**src/rtl/ovs_pa_pkg.sv**
```systemverilog
// Shared types for the oversampling phase aligner.
// Assumes: nothing beyond IEEE 1800-2017 packages.
package ovs_pa_pkg;

    // Controller states: start step, training window, decision, locked, failed.
    typedef enum logic [2:0] {
        ST_START = 3'd0,
        ST_TRAIN = 3'd1,
        ST_PICK  = 3'd2,
        ST_LOCK  = 3'd3,
        ST_FAIL  = 3'd4
    } pa_state_e;

endpackage

```
**src/rtl/ovs_trans_hist.sv**
```systemverilog
// Transition histogram: one counter per phase boundary.
// Boundary b < NPH-1 sits between samples b and b+1 of one vector.
// Boundary NPH-1 joins the previous vector's last sample to sample 0.
// Assumes: clr_i and acc_i are never high together. Counters saturate.
module ovs_trans_hist #(
    parameter int NPH = 8,
    parameter int CW  = 10
) (
    input  logic              clk,
    input  logic              rst_n,
    input  logic              clr_i,
    input  logic              acc_i,
    input  logic [NPH-1:0]    vec_i,
    output logic [NPH*CW-1:0] hist_o
);

    logic             last_q;
    logic [NPH-1:0]   edge_w;
    logic [CW-1:0]    cnt_q [NPH];

    // Keep the last sample of every period for the wrap boundary.
    always_ff @(posedge clk) begin
        if (!rst_n) last_q <= 1'b0;
        else        last_q <= vec_i[NPH-1];
    end

    genvar b;
    generate
        for (b = 0; b < NPH; b++) begin : g_bnd
            if (b < NPH - 1) begin : g_in
                assign edge_w[b] = vec_i[b] ^ vec_i[b+1];
            end else begin : g_wrap
                assign edge_w[b] = last_q ^ vec_i[0];
            end

            // Count transitions at this boundary during the window.
            always_ff @(posedge clk) begin
                if (!rst_n || clr_i)                      cnt_q[b] <= '0;
                else if (acc_i && edge_w[b] && ~&cnt_q[b]) cnt_q[b] <= cnt_q[b] + CW'(1);
            end

            assign hist_o[b*CW +: CW] = cnt_q[b];

            // a cleared histogram starts the window from zero.
            a_r2_hist_cleared: assert property (@(posedge clk) disable iff (!rst_n)
                clr_i |=> (cnt_q[b] == '0));
        end
    endgenerate

endmodule

```
**src/rtl/ovs_phase_pick.sv**
```systemverilog
// Phase decision: finds the busiest boundary (lowest index on ties) and
// returns the sample phase farthest from it with wraparound.
// Assumes: purely combinational. The result is used only in the decision state.
module ovs_phase_pick #(
    parameter int NPH = 8,
    parameter int CW  = 10,
    localparam int PW = (NPH > 1) ? $clog2(NPH) : 1
) (
    input  logic [NPH*CW-1:0] hist_i,
    output logic [PW-1:0]     sel_o,
    output logic              none_o
);

    localparam int OFFS = (NPH + 1) / 2;
    localparam int SW   = PW + 1;

    logic [PW-1:0] best_idx;
    logic [CW-1:0] best_val;
    logic [SW-1:0] sum_w;

    // Strict greater-than scan so the lowest index keeps a tie.
    always_comb begin
        best_idx = '0;
        best_val = hist_i[0 +: CW];
        for (int b = 1; b < NPH; b++) begin
            if (hist_i[b*CW +: CW] > best_val) begin
                best_val = hist_i[b*CW +: CW];
                best_idx = PW'(b);
            end
        end
    end

    // Offset by half a period and wrap back into 0..NPH-1.
    always_comb begin
        sum_w = SW'(best_idx) + SW'(OFFS);
        if (sum_w >= SW'(NPH)) sum_w = sum_w - SW'(NPH);
        sel_o  = sum_w[PW-1:0];
        none_o = (best_val == '0);
    end

endmodule

```
**src/rtl/ovs_pa_ctrl.sv**
```systemverilog
// Aligner controller: start step, training window counter, decision,
// lock or failure, retrain and preset handling.
// Assumes: retrain_i has priority over every other event.
module ovs_pa_ctrl
    import ovs_pa_pkg::*;
#(
    parameter int NPH       = 8,
    parameter int CW        = 10,
    parameter int MIN_TRAIN = 16,
    localparam int PW = (NPH > 1) ? $clog2(NPH) : 1
) (
    input  logic          clk,
    input  logic          rst_n,
    input  logic          retrain_i,
    input  logic          preset_en_i,
    input  logic [PW-1:0] preset_phase_i,
    input  logic [CW-1:0] train_len_i,
    input  logic [PW-1:0] pick_sel_i,
    input  logic          pick_none_i,
    output pa_state_e     state_o,
    output logic          clr_o,
    output logic          acc_o,
    output logic [PW-1:0] phase_o
);

    pa_state_e     state_q;
    logic [CW-1:0] cnt_q;
    logic [CW-1:0] len_q;
    logic [PW-1:0] phase_q;
    logic [PW-1:0] preset_ok;

    // Restrict the preset index to legal phases when NPH is not a power of two.
    generate
        if ((1 << PW) == NPH) begin : g_pow2
            assign preset_ok = preset_phase_i;
        end else begin : g_clamp
            assign preset_ok = (preset_phase_i > PW'(NPH - 1)) ? PW'(NPH - 1) : preset_phase_i;
        end
    endgenerate

    // Main state sequence with window counting and phase capture.
    always_ff @(posedge clk) begin
        if (!rst_n) begin
            state_q <= ST_START;
            cnt_q   <= '0;
            len_q   <= CW'(MIN_TRAIN);
            phase_q <= '0;
        end else if (retrain_i) begin
            state_q <= ST_START;
            cnt_q   <= '0;
        end else begin
            case (state_q)
                ST_START: begin
                    len_q <= (train_len_i < CW'(MIN_TRAIN)) ? CW'(MIN_TRAIN) : train_len_i;
                    cnt_q <= '0;
                    if (preset_en_i) begin
                        state_q <= ST_LOCK;
                        phase_q <= preset_ok;
                    end else begin
                        state_q <= ST_TRAIN;
                    end
                end
                ST_TRAIN: begin
                    if (cnt_q == len_q - CW'(1)) state_q <= ST_PICK;
                    else                          cnt_q   <= cnt_q + CW'(1);
                end
                ST_PICK: begin
                    if (pick_none_i) begin
                        state_q <= ST_FAIL;
                    end else begin
                        state_q <= ST_LOCK;
                        phase_q <= pick_sel_i;
                    end
                end
                default: state_q <= state_q;
            endcase
        end
    end

    assign state_o = state_q;
    assign clr_o   = (state_q == ST_START);
    assign acc_o   = (state_q == ST_TRAIN);
    assign phase_o = phase_q;

    // the window counter never runs past the sampled length.
    a_r2_window_bound: assert property (@(posedge clk) disable iff (!rst_n)
        (state_q == ST_TRAIN) |-> (cnt_q < len_q));

    // the selected phase does not move while locked.
    a_r4_phase_held: assert property (@(posedge clk) disable iff (!rst_n)
        (state_q == ST_LOCK && $past(state_q == ST_LOCK)) |-> $stable(phase_q));

    // preset at the start step locks in the next cycle.
    a_r8_preset_lock: assert property (@(posedge clk) disable iff (!rst_n)
        (state_q == ST_START && preset_en_i && !retrain_i) |=> (state_q == ST_LOCK));

endmodule

```
**src/rtl/ovs_phase_align.sv**
```systemverilog
// Oversampling phase aligner, top level. Trains on an alternating pattern,
// locks onto the sample phase farthest from the data transitions and emits
// one recovered bit per clock (one clock = one bit period).
// Assumes: ideal front end giving NPH evenly spaced samples per period;
// NPH is 4, 5 or 8.
module ovs_phase_align
    import ovs_pa_pkg::*;
#(
    parameter int NPH       = 8,
    parameter int CW        = 10,
    parameter int MIN_TRAIN = 16,
    localparam int PW = (NPH > 1) ? $clog2(NPH) : 1
) (
    input  logic           clk,
    input  logic           rst_n,
    input  logic [NPH-1:0] samp_i,
    input  logic           retrain_i,
    input  logic           preset_en_i,
    input  logic [PW-1:0]  preset_phase_i,
    input  logic [CW-1:0]  train_len_i,
    output logic           bit_o,
    output logic           bit_vld_o,
    output logic           locked_o,
    output logic           err_o,
    output logic [PW-1:0]  phase_o
);

    pa_state_e         state_w;
    logic              clr_w;
    logic              acc_w;
    logic [NPH*CW-1:0] hist_w;
    logic [PW-1:0]     sel_w;
    logic              none_w;
    logic [PW-1:0]     phase_w;
    logic              bit_q;
    logic              vld_q;

    ovs_trans_hist #(.NPH(NPH), .CW(CW)) hist_i (
        .clk    (clk),
        .rst_n  (rst_n),
        .clr_i  (clr_w),
        .acc_i  (acc_w),
        .vec_i  (samp_i),
        .hist_o (hist_w)
    );

    ovs_phase_pick #(.NPH(NPH), .CW(CW)) pick_i (
        .hist_i (hist_w),
        .sel_o  (sel_w),
        .none_o (none_w)
    );

    ovs_pa_ctrl #(.NPH(NPH), .CW(CW), .MIN_TRAIN(MIN_TRAIN)) ctrl_i (
        .clk            (clk),
        .rst_n          (rst_n),
        .retrain_i      (retrain_i),
        .preset_en_i    (preset_en_i),
        .preset_phase_i (preset_phase_i),
        .train_len_i    (train_len_i),
        .pick_sel_i     (sel_w),
        .pick_none_i    (none_w),
        .state_o        (state_w),
        .clr_o          (clr_w),
        .acc_o          (acc_w),
        .phase_o        (phase_w)
    );

    // Register the chosen sample of this period and its valid flag.
    always_ff @(posedge clk) begin
        if (!rst_n) begin
            bit_q <= 1'b0;
            vld_q <= 1'b0;
        end else begin
            bit_q <= samp_i[phase_w];
            vld_q <= (state_w == ST_LOCK) && !retrain_i;
        end
    end

    assign bit_o     = bit_q;
    assign bit_vld_o = vld_q;
    assign locked_o  = (state_w == ST_LOCK);
    assign err_o     = (state_w == ST_FAIL);
    assign phase_o   = phase_w;

    // no valid bit without lock.
    a_r5_vld_needs_lock: assert property (@(posedge clk) disable iff (!rst_n)
        bit_vld_o |-> locked_o);

    // a held lock gives a valid bit every period.
    a_r5_vld_every_period: assert property (@(posedge clk) disable iff (!rst_n)
        (locked_o && $past(locked_o) && !$past(retrain_i)) |-> bit_vld_o);

    // the error flag excludes lock and valid output.
    a_r6_err_exclusive: assert property (@(posedge clk) disable iff (!rst_n)
        err_o |-> (!locked_o && !bit_vld_o));

    // a retrain request silences lock and output in the next cycle.
    a_r7_retrain_quiet: assert property (@(posedge clk) disable iff (!rst_n)
        retrain_i |=> (!locked_o && !bit_vld_o && !err_o));

endmodule

```
**config.mk**
```make
export PLATFORM = sky130hd
export DESIGN_NAME = ovs_phase_align
export DESIGN_NICKNAME = d
export VERILOG_FILES = /design/src/rtl/ovs_pa_pkg.sv /design/src/rtl/ovs_trans_hist.sv /design/src/rtl/ovs_phase_pick.sv /design/src/rtl/ovs_pa_ctrl.sv /design/src/rtl/ovs_phase_align.sv
export SDC_FILE = /design/constraint.sdc
export NUM_CORES = 1
export LEC_CHECK = 0
export BUFFER_PORTS_ARGS = -buffer_cell sky130_fd_sc_hd__buf_2
export CAP_MARGIN = 10
export CORE_UTILIZATION = 39
export CTS_CLUSTER_DIAMETER = 150
export CTS_CLUSTER_SIZE = 30
export DETAILED_ROUTE_END_ITERATION = 8
export SYNTH_ARGS = -nofsm -noshare
export SYNTH_HDL_FRONTEND = slang
export SYNTH_SLANG_ARGS = --single-unit
export TNS_END_PERCENT = 30
```
**constraint.sdc**
```tcl
create_clock -name clk -period 15.9 [get_ports clk]
set_input_delay 0.795 -clock clk [delete_from_list [all_inputs] [get_ports clk]]
set_output_delay 0.795 -clock clk [all_outputs]
set_load 0.1 [all_outputs]
```
* Word level (Yosys, flattened, before mapping)
Memories as Yosys holds them, arrays and structs flattened.
Cells that the tools add are included.
** Operators by class
- Bitwise operators :: 18
- Equality and inequality tests :: 9
- $mul :: 0
- Reductions and logical operators :: 46
- Mux-type cells :: 61
- Add/sub/neg operators :: 12
- Shift-type cells :: 0
- Div/mod/pow operators :: 0
- $lt $le $gt $ge :: 10
** Operator list (count)
- 10-bit 2-to-1 mux :: 17
- 10-bit by 1-bit adder with 10-bit output, second input constant :: 9
- 10-bit AND reduction :: 8
- 10-bit greater-than comparator :: 7
- 1-bit 2-to-1 mux :: 28
- 3-bit 2-to-1 mux :: 9
- 10-bit one-hot mux with 2 select lines :: 1
- 1-bit logical AND :: 17
- 10-bit equality test :: 1
- 1-bit zero test :: 10
- 10-bit zero test :: 1
- 10-bit by 5-bit less-than comparator with 1-bit output, second input constant :: 1
- 10-bit by 1-bit subtractor with 10-bit output, second input constant :: 1
- 3-bit one-hot mux with 3 select lines :: 1
- 1-bit bitwise OR :: 8
- 1-bit bitwise XOR :: 8
- 3-bit by 2-bit equality test with 1-bit output, second input constant :: 2
- 2-bit 2-to-1 mux :: 3
- 2-bit != test, second input constant :: 3
- 3-bit one-hot mux with 2 select lines :: 1
- 2-bit AND reduction :: 3
- 3-bit by 3-bit adder with 4-bit output, second input constant :: 1
- 4-bit greater-or-equal comparator, second input constant :: 1
- 3-bit by 4-bit less-than comparator with 1-bit output, second input constant :: 1
- 12 further kinds :: 14
** Word-level totals
- Bits in read-only memories :: 0
- Register bits :: 29
- Word-level logic and storage cells :: 164
- Bits in writable memories :: 80
- Output and inout port bits :: 7
- Input port bits :: 25
- Memories :: 1
- Bits in latches :: 0
** Memories
- hist_i.cnt_q :: depth 8, bits a word 10, rd ports 8, clocked after memory_dff 0, wr ports 8, line ovs_trans_hist.sv:19 : logic [CW-1:0] cnt_q [NPH];

* Logic depth before layout (Yosys ltp)
Gate-level depths: netlist of run 1.
An unclocked memory read counts as a cell.
- Depth in word-level cells :: 20
- Mapped depth :: 76
- Depth with buffers taken out :: 71

* Hierarchy
Synthesis of run 1 repeated with hierarchy kept, for this count alone.
** Second synthesis, totals
- Cell total of the unflattened synthesis :: 1015
- Area, all modules :: 9083.7 µm²
** By module, submodules not included
- ovs_trans_hist :: seq. area each 2422.3 µm², times used 1, area each 4359.2 µm², cells an instance 396
- ovs_phase_pick :: seq. area each 0.0 µm², times used 1, area each 3035.4 µm², cells an instance 414
- ovs_pa_ctrl :: seq. area each 520.5 µm², times used 1, area each 1554.0 µm², cells an instance 192
- ovs_phase_align :: seq. area each 40.0 µm², times used 1, area each 135.1 µm², cells an instance 13

* Worst setup path after synthesis of run 1
Ideal clock, no wire load.
- Kind :: register -> register
- Start :: mem hist_i.cnt_q[1][9] (netlist: hist_i.cnt_q[0][19])
- End :: reg ctrl_i.phase_q[0] (netlist: ctrl_i.phase_o[0])
- Path buffers :: 5
- Period minus slack after synthesis :: 13.434 ns
- Setup time :: 0.130 ns
- Cell stages (with the launch flop) :: 72
- Required time :: 15.770 ns
- Setup slack :: 2.466 ns
- Arrival time :: 13.304 ns
- Path through :: edfxtp_1 -> ha_1 -> nand4_1 -> nor2_1 -> a2111oi_4 -> nor2_1 -> clkbuf_1 -> a21oi_1 -> ha_1 -> nand4_2 -> a2111oi_0 -> a311oi_1 -> and4_1 -> nor2_2 -> o21a_1 -> buf_2 -> mux2i_1 -> inv_1 -> [36 not listed] -> a21o_1 -> a21o_1 -> a21oi_1 -> o211ai_1 -> nand2_1 -> clkbuf_1 -> o21ai_0 -> ha_1 -> a21o_1 -> a21o_1 -> a21oi_1 -> nor2_1 -> o21ai_0 -> and3_1 -> o211ai_1 -> a22oi_4 -> nor4_4 -> mux2i_1
** RTL lines
- from (decl) :: line ovs_trans_hist.sv:19
- to (signal assigned) :: line ovs_pa_ctrl.sv:58 : phase_q <= preset_ok;
- to (signal assigned) :: line ovs_pa_ctrl.sv:72 : phase_q <= pick_sel_i;
- to (decl) :: line ovs_pa_ctrl.sv:29 : logic [PW-1:0] phase_q;

==> results.md, run 1 <==
- Critical Path Sink Type: register
- Max-capacitance violation count: 0
- Overall routing resource usage: 19.42%
- Actual transition at the worst max-transition pin: 1.118 ns
- Clock slew at the register clock pins of the worst setup and hold paths: about 0.09 ns
- Total Wirelength: 21270 microns
- Post-synthesis net count: ~1.1k
- Global-route wire length before repair: roughly 35000 microns
- Largest net degree at the start of global routing: 24
- Hold Crit Class: register to register
- Delay contributed by the slowest stage of the critical path: 0.48 ns
- Count of pins over their slew limit: 0
- Most common library cell in the layout ignoring fill and taps: sky130_fd_sc_hd__nor2_1
- Net count reported at finish: 1115
- Sequential element share of the synthesized area: 34.37%
- Number of standard cells after synthesis: 996
- Yosys top cell area share: 27.68%
- Count of vias placed by the detailed router: 7057
- Final worst path period share: 92.30%
- Placeable core region: between 20000 and 25000 sq um
- Clock tree from TritonCTS: yes
- H-tree levels: 3
- Synthesized cell area: 8680 sq um
- Die Outline Area: 22860 sq um
- Total DRC errors in the routed layout: 0
- Dominant cells by area after synthesis: sky130_fd_sc_hd__edfxtp_1, sky130_fd_sc_hd__ha_1, sky130_fd_sc_hd__dfxtp_1
- Count of TritonRoute iterations in the first routing pass: 5
- Post-Synth XOR/XNOR Area: under 10%
- Accumulated negative setup slack: 0 ns
- Longest Clk Path Bufs: 2
- Crit path DAT: 14.92 ns
- Multiplexer area fraction after synthesis: 5.204%
- Most frequent cells in the layout: sky130_fd_sc_hd__nor2_1, sky130_fd_sc_hd__nand2_1, sky130_fd_sc_hd__edfxtp_1
- EDFF count, synth: 80
- Ratio of cells with drive above 1 in the final layout: 9.617%
- Area Growth Syn to Fin: 8.274%
- FFs w/ async S/R, synth: 0%
- Number of vias per cell: between 5 and 6
- Row cnt: 54
- Most common cell on crit path: sky130_fd_sc_hd__a21o_1
- Fraction of the mapped netlist area in compound gates: between 10% and 20%
- Rel. slew slack: 24.95%
- Clk sink count: 109
- Clock period minus final worst setup slack: 14.68 ns
- Ant diodes: 0
- Leading register cell type out of synthesis: sky130_fd_sc_hd__edfxtp_1
- Drt first-iter violations: a little under 500
- Post-Synthesis Mean Instance Area: between 8 and 9 sq um
- Synthesized flop and latch total: 109
- Placer Congestion: 0.9156
- Total CTS buffers: 9
- Fin. Hold Viols: 0
- Type of the worst setup path: register to register
- HPWL after detailed placement: about 16000 microns
- Slowest cell on crit path: sky130_fd_sc_hd__edfxtp_1
- Worst Clk Skew: ~0.0072 ns
- Combinational family with the most area after synthesis: simple AND/OR/NAND/NOR gates
- Unrepaired setup endpoints after global routing: no
- Later-pin clock latency in the skew report: around 0.36 ns
- Number of warnings issued by yosys: 0
- Basic-gate share of the synthesized area counting and, or, nand and nor cells: a little under a quarter
- Antenna violations before repair: 0
- Utilization after layout: 43.06%
- Setup-failing EPs final: 0
- Adder and majority cell fraction of the synthesized area: 10.96%
- Largest fanout of any net on the critical path: 18
- Number of port buffers: 31
- Via count of the first global-routing pass: 6527
- Data required time at the worst endpoint: between 15 and 20 ns
- Grt ovf: 0
- Startpoint kind of the worst setup timing path: register
- I/O pins: 32
- Setup fix buffers added after clock tree synthesis: 0
- Vertical extent of the die: approximately 150 microns
- Cell accounting for the most synthesized area: sky130_fd_sc_hd__edfxtp_1
- Wire length per cell: about 16 microns
- Count of different cell masters after synthesis: 67
- Number of nets with antenna violations after routing: 0
- Result of the run: finished, final reports clean
- Root buffer cell: sky130_fd_sc_hd__clkbuf_16
- Chip Width: 151.2 microns
- Upper clock frequency limit: slightly below 70 MHz
- Effective utilization at floorplan: approximately two fifths
final cells by class:
class / count / area (sq um)
Sequential cell: 109 / 2983
Clock inverter: 6 / 62.56
Timing Repair Buffer: 33 / 170.2
Multi-Input combinational cell: 791 / 5340
Inverter: 70 / 262.8
Tap cell: 280 / 350.3
Clock buffer: 10 / 229.0
Fill cell: 2236 / 12430
final timing paths:
kind,start,endpoint,slack [ns],cells past startpoint
max reg2reg,hist_i.cnt_q[0][1]$_SDFFCE_PN0P_,ctrl_i.phase_o[0]$_SDFFE_PN0P_,1.22,67
min,ctrl_i.len_q[9]$_SDFFE_PN0P_,ctrl_i.len_q[9]$_SDFFE_PN0P_,0.49,2
min reg2reg,ctrl_i.len_q[9]$_SDFFE_PN0P_,ctrl_i.len_q[9]$_SDFFE_PN0P_,0.49,2
max,hist_i.cnt_q[0][1]$_SDFFCE_PN0P_,ctrl_i.phase_o[0]$_SDFFE_PN0P_,1.22,67
per-stage QoR:
| stage | hold slack, ns | setup WS [ns] | cell area (sq um) | cells |
|---|---|---|---|---|
| 2_1_floorplan | 0.4542 | 2.466 | 8680 | 996 |
| 3_3_place_gp | 0.4707 | 1.065 | 9096 | 1283 |
| 3_5_place_dp | 0.4783 | 0.7017 | 9096 | 1283 |
| 4_1_cts | 0.4900 | 0.6155 | 9388 | 1299 |
| 5_1_grt | 0.5318 | 0.03998 | 9398 | 1299 |
| 6_report | 0.4865 | 1.225 | 9398 | 1299 |
timing repair:
action	4_1_cts	5_1_grt
hold endpoints to repair	0	0
hold buffers	0	0
setup endpoints to repair	0	6
gates resized for setup	0	5
synthesized netlist by cell type (5+ instances only):
| library cell | number |
|---|---|
| sky130_fd_sc_hd__a21o_1 | 22 |
| sky130_fd_sc_hd__inv_1 | 69 |
| sky130_fd_sc_hd__o211ai_1 | 13 |
| sky130_fd_sc_hd__mux2_2 | 16 |
| sky130_fd_sc_hd__a2111oi_0 | 5 |
| sky130_fd_sc_hd__and2_1 | 8 |
| sky130_fd_sc_hd__a21oi_1 | 43 |
| sky130_fd_sc_hd__nand2_1 | 83 |
| sky130_fd_sc_hd__a21boi_0 | 9 |
| sky130_fd_sc_hd__and3_1 | 16 |
| sky130_fd_sc_hd__nand2b_1 | 8 |
| sky130_fd_sc_hd__o21ai_0 | 27 |
| sky130_fd_sc_hd__or2_2 | 11 |
| sky130_fd_sc_hd__nor3_1 | 19 |
| sky130_fd_sc_hd__xnor2_1 | 47 |
| sky130_fd_sc_hd__ha_1 | 76 |
| sky130_fd_sc_hd__edfxtp_1 | 80 |
| sky130_fd_sc_hd__nand3_1 | 73 |
| sky130_fd_sc_hd__mux2i_1 | 20 |
| sky130_fd_sc_hd__nor2_1 | 146 |
| sky130_fd_sc_hd__nor2b_1 | 11 |
| sky130_fd_sc_hd__dfxtp_1 | 29 |
| sky130_fd_sc_hd__nand4_1 | 24 |
| sky130_fd_sc_hd__clkbuf_1 | 23 |
| sky130_fd_sc_hd__nor4_1 | 9 |
| sky130_fd_sc_hd__xor2_1 | 47 |
cells by family (layout without fill, tap and decap cells):
family / count (synthesis) / in the layout
compound gates: 158 / 158
xor+xnor: 94 / 94
fa+ha+maj: 76 / 76
buf+inv: 96 / 119
flops: 109 / 109
mux: 40 / 40
simple gates: 423 / 423
critical path: cells and delay by family (launching register included):
kind / cells / cell delay [ns]
AO/OA/AOI/OAI: 31 / 6.72
adder cells (fa/ha/maj): 7 / 1.95
multiplexers: 6 / 1.77
AND/OR/NAND/NOR: 19 / 3.12
flip-flops: 1 / 0.48
buffers and inverters: 4 / 0.47
per-layer routing:
metal  GRT usage, %  up-vias  wire length [microns]
met5              0        -                      0
met4          5.450        0                    312
met3          2.560       18                    847
met2          31.35      153                   9728
met1          26.97     3304                  10380
li1               -     3582                      -
registers in the layout, indices dropped and copies added (netlist names):
register	flops
bit_o	1
bit_vld_o	1
ctrl_i.cnt_q	10
ctrl_i.len_q	10
ctrl_i.phase_o	3
ctrl_i.state_o	3
hist_i.cnt_q	80
hist_i.last_q	1
Power of run 1 is left out: the tool's default activity adds up to more than one toggle a clock period on the data nets, which glitch-free logic cannot reach.
==> inputs of run 2 (changes only) <==
- PLACE_DENSITY: unset -> 0.58
==> run 2 against run 1 <==
Against the previous run:
- non-clock buffer count stayed put
- final area hardly changed
- final cell count hardly changed
- routed wire length is 0.28% lower
- via count is 0.69% lower
==> results.md, run 2 (synthesis gave the netlist of run 1 again) <==
- Crit path buf inv count: 4
- Hold_ws: about 0.48 ns
- Largest register FFs: 80
- Area Growth Syn to Fin: 8.375%
- Placeable core region: 21820 sq um
- Root buffer cell: sky130_fd_sc_hd__clkbuf_16
- Clock period minus final worst setup slack: ~15 ns
- Antenna violations before repair: 1
- Net count reported at finish: 1115
- Die Outline Area: 22860 sq um
- Slowest cell on crit path: sky130_fd_sc_hd__a2111oi_0
- Total DRC errors in the routed layout: 0
- Setup-failing EPs final: 0
- Via count of the first global-routing pass: approximately 6.6k
- Count of pins over their slew limit: 0
- Row cnt: 54
- Top register by number of flip-flops: hist_i.cnt_q
- Chip Width: 151.2 microns
- Most common library cell in the layout ignoring fill and taps: sky130_fd_sc_hd__nor2_1
- Area used by multi-input combinational logic: 5346 sq um
- Count of TritonRoute iterations in the first routing pass: 5
- Sequential cell area in the final layout: about 3000 sq um
- Unrepaired setup endpoints after global routing: no
- Startpoint kind of the worst setup timing path: register
- Delay contributed by the slowest stage of the critical path: 0.51 ns
- Data required time at the worst endpoint: 16.14 ns
- Global-route wire length before repair: 34470 microns
- Most common cell on crit path: sky130_fd_sc_hd__a21o_1
- Number of vias per cell: 5.391
- I/O pins: 32
- Rel. slew slack: between 20% and 30%
- Clk sink count: 109
- Clock tree from TritonCTS: yes
- Number of fillers in the final layout: 2215
- Largest registers in the final layout: hist_i.cnt_q x80, ctrl_i.cnt_q x10, ctrl_i.len_q x10
- Max-capacitance violation count: 0
- Total Wirelength: 21210 microns
- Type of the worst setup path: register to register
- Wire length per cell: 16.32 microns
- Gate family responsible for the most delay along the worst path: compound AO/OA/AOI/OAI gates
- Crit path DAT: approximately 15 ns
- Fin worst setup slack: 1.178 ns
- Vertical extent of the die: 151.2 microns
- Ratio of cells with drive above 1 in the final layout: 9.617%
- H-tree levels: 3
- Clock slew at the register clock pins of the worst setup and hold paths: 0.08 ns
- Drt first-iter violations: 458
- Longest Clk Path Bufs: 2
- Fin. Hold Viols: 0
- Placer Congestion: between 0.8 and 0.9
- Effective utilization at floorplan: 39.77%
- Largest fanout of any net on the critical path: 18
- Pre-CTS setup slack: roughly 0.60 ns
- Number of port buffers: 31
- Overall routing resource usage: 19.48%
- Final worst path period share: 92.59%
- Actual transition at the worst max-transition pin: approximately 1.1 ns
- Hold Crit Class: register to register
- HPWL after detailed placement: 16390 microns
- Upper clock frequency limit: approximately 68 MHz
- Total CTS buffers: 9
- Most frequent cells in the layout: sky130_fd_sc_hd__nor2_1, sky130_fd_sc_hd__nand2_1, sky130_fd_sc_hd__edfxtp_1
- Largest net degree at the start of global routing: 24
- Worst Clk Skew: ~0.011 ns
- Critical Path Sink Type: register
- Result of the run: finished, final reports clean
- Grt ovf: 0
- Count of vias placed by the detailed router: roughly 7.0k
- Number of nets with antenna violations after routing: 0
- Accumulated negative setup slack: 0 ns
- Later-pin clock latency in the skew report: 0.36 ns
-- run 2: per-stage QoR --
stage / util [%] / cells / instance area [sq um]
floorplan: - / 996 / 8680
global placement: 41.68 / 1283 / 9096
detailed placement: 41.68 / 1283 / 9096
CTS: 43.02 / 1299 / 9388
global route: 43.10 / 1300 / 9407
finish: 43.10 / 1300 / 9407
-- run 2: area by class of cell --
type | instances | area share (%)
sequential | 109 | 31.71
clock inverter | 6 | 0.6651
multi-input combinational | 791 | 56.84
timing repair buffer | 33 | 1.809
clock buffer | 10 | 2.434
inverter | 70 | 2.793
tap | 280 | 3.724
antenna | 1 | 0.02660
-- run 2: worst paths after layout --
path                                                   startpoint                             end  slack [ns]  depth (start not counted)
worst max-delay path            hist_i.cnt_q[0][13]$_SDFFCE_PN0P_  ctrl_i.phase_o[0]$_SDFFE_PN0P_        1.18                         67
worst min-delay path                 ctrl_i.len_q[1]$_SDFFE_PN0P_    ctrl_i.len_q[1]$_SDFFE_PN0P_        0.48                          2
worst max register to register  hist_i.cnt_q[0][13]$_SDFFCE_PN0P_  ctrl_i.phase_o[0]$_SDFFE_PN0P_        1.18                         67
worst min register to register       ctrl_i.len_q[1]$_SDFFE_PN0P_    ctrl_i.len_q[1]$_SDFFE_PN0P_        0.48                          2
-- run 2: what timing repair did --
action	4_1_cts	5_1_grt
setup endpoints to repair	0	6
gates resized for setup	0	5
hold buffers	0	0
buffers inserted	0	0
hold endpoints to repair	0	0
-- run 2: worst register-to-register path: cells and delay by family, from the launching register on --
family / cells / cell delay (ns)
compound gates: 33 / 7.05
simple gates: 17 / 2.84
fa+ha+maj: 7 / 1.93
mux: 6 / 1.87
flops: 1 / 0.49
buf+inv: 4 / 0.41
-- run 2: per-layer routing --
metal / track usage [%] / part of all wire (%)
met3: 2.470 / 3.4
met2: 31.05 / 45
met5: 0 / 0
met1: 27.32 / 50
met4: 5.800 / 1.8
Power of run 2 is left out for the same reason.
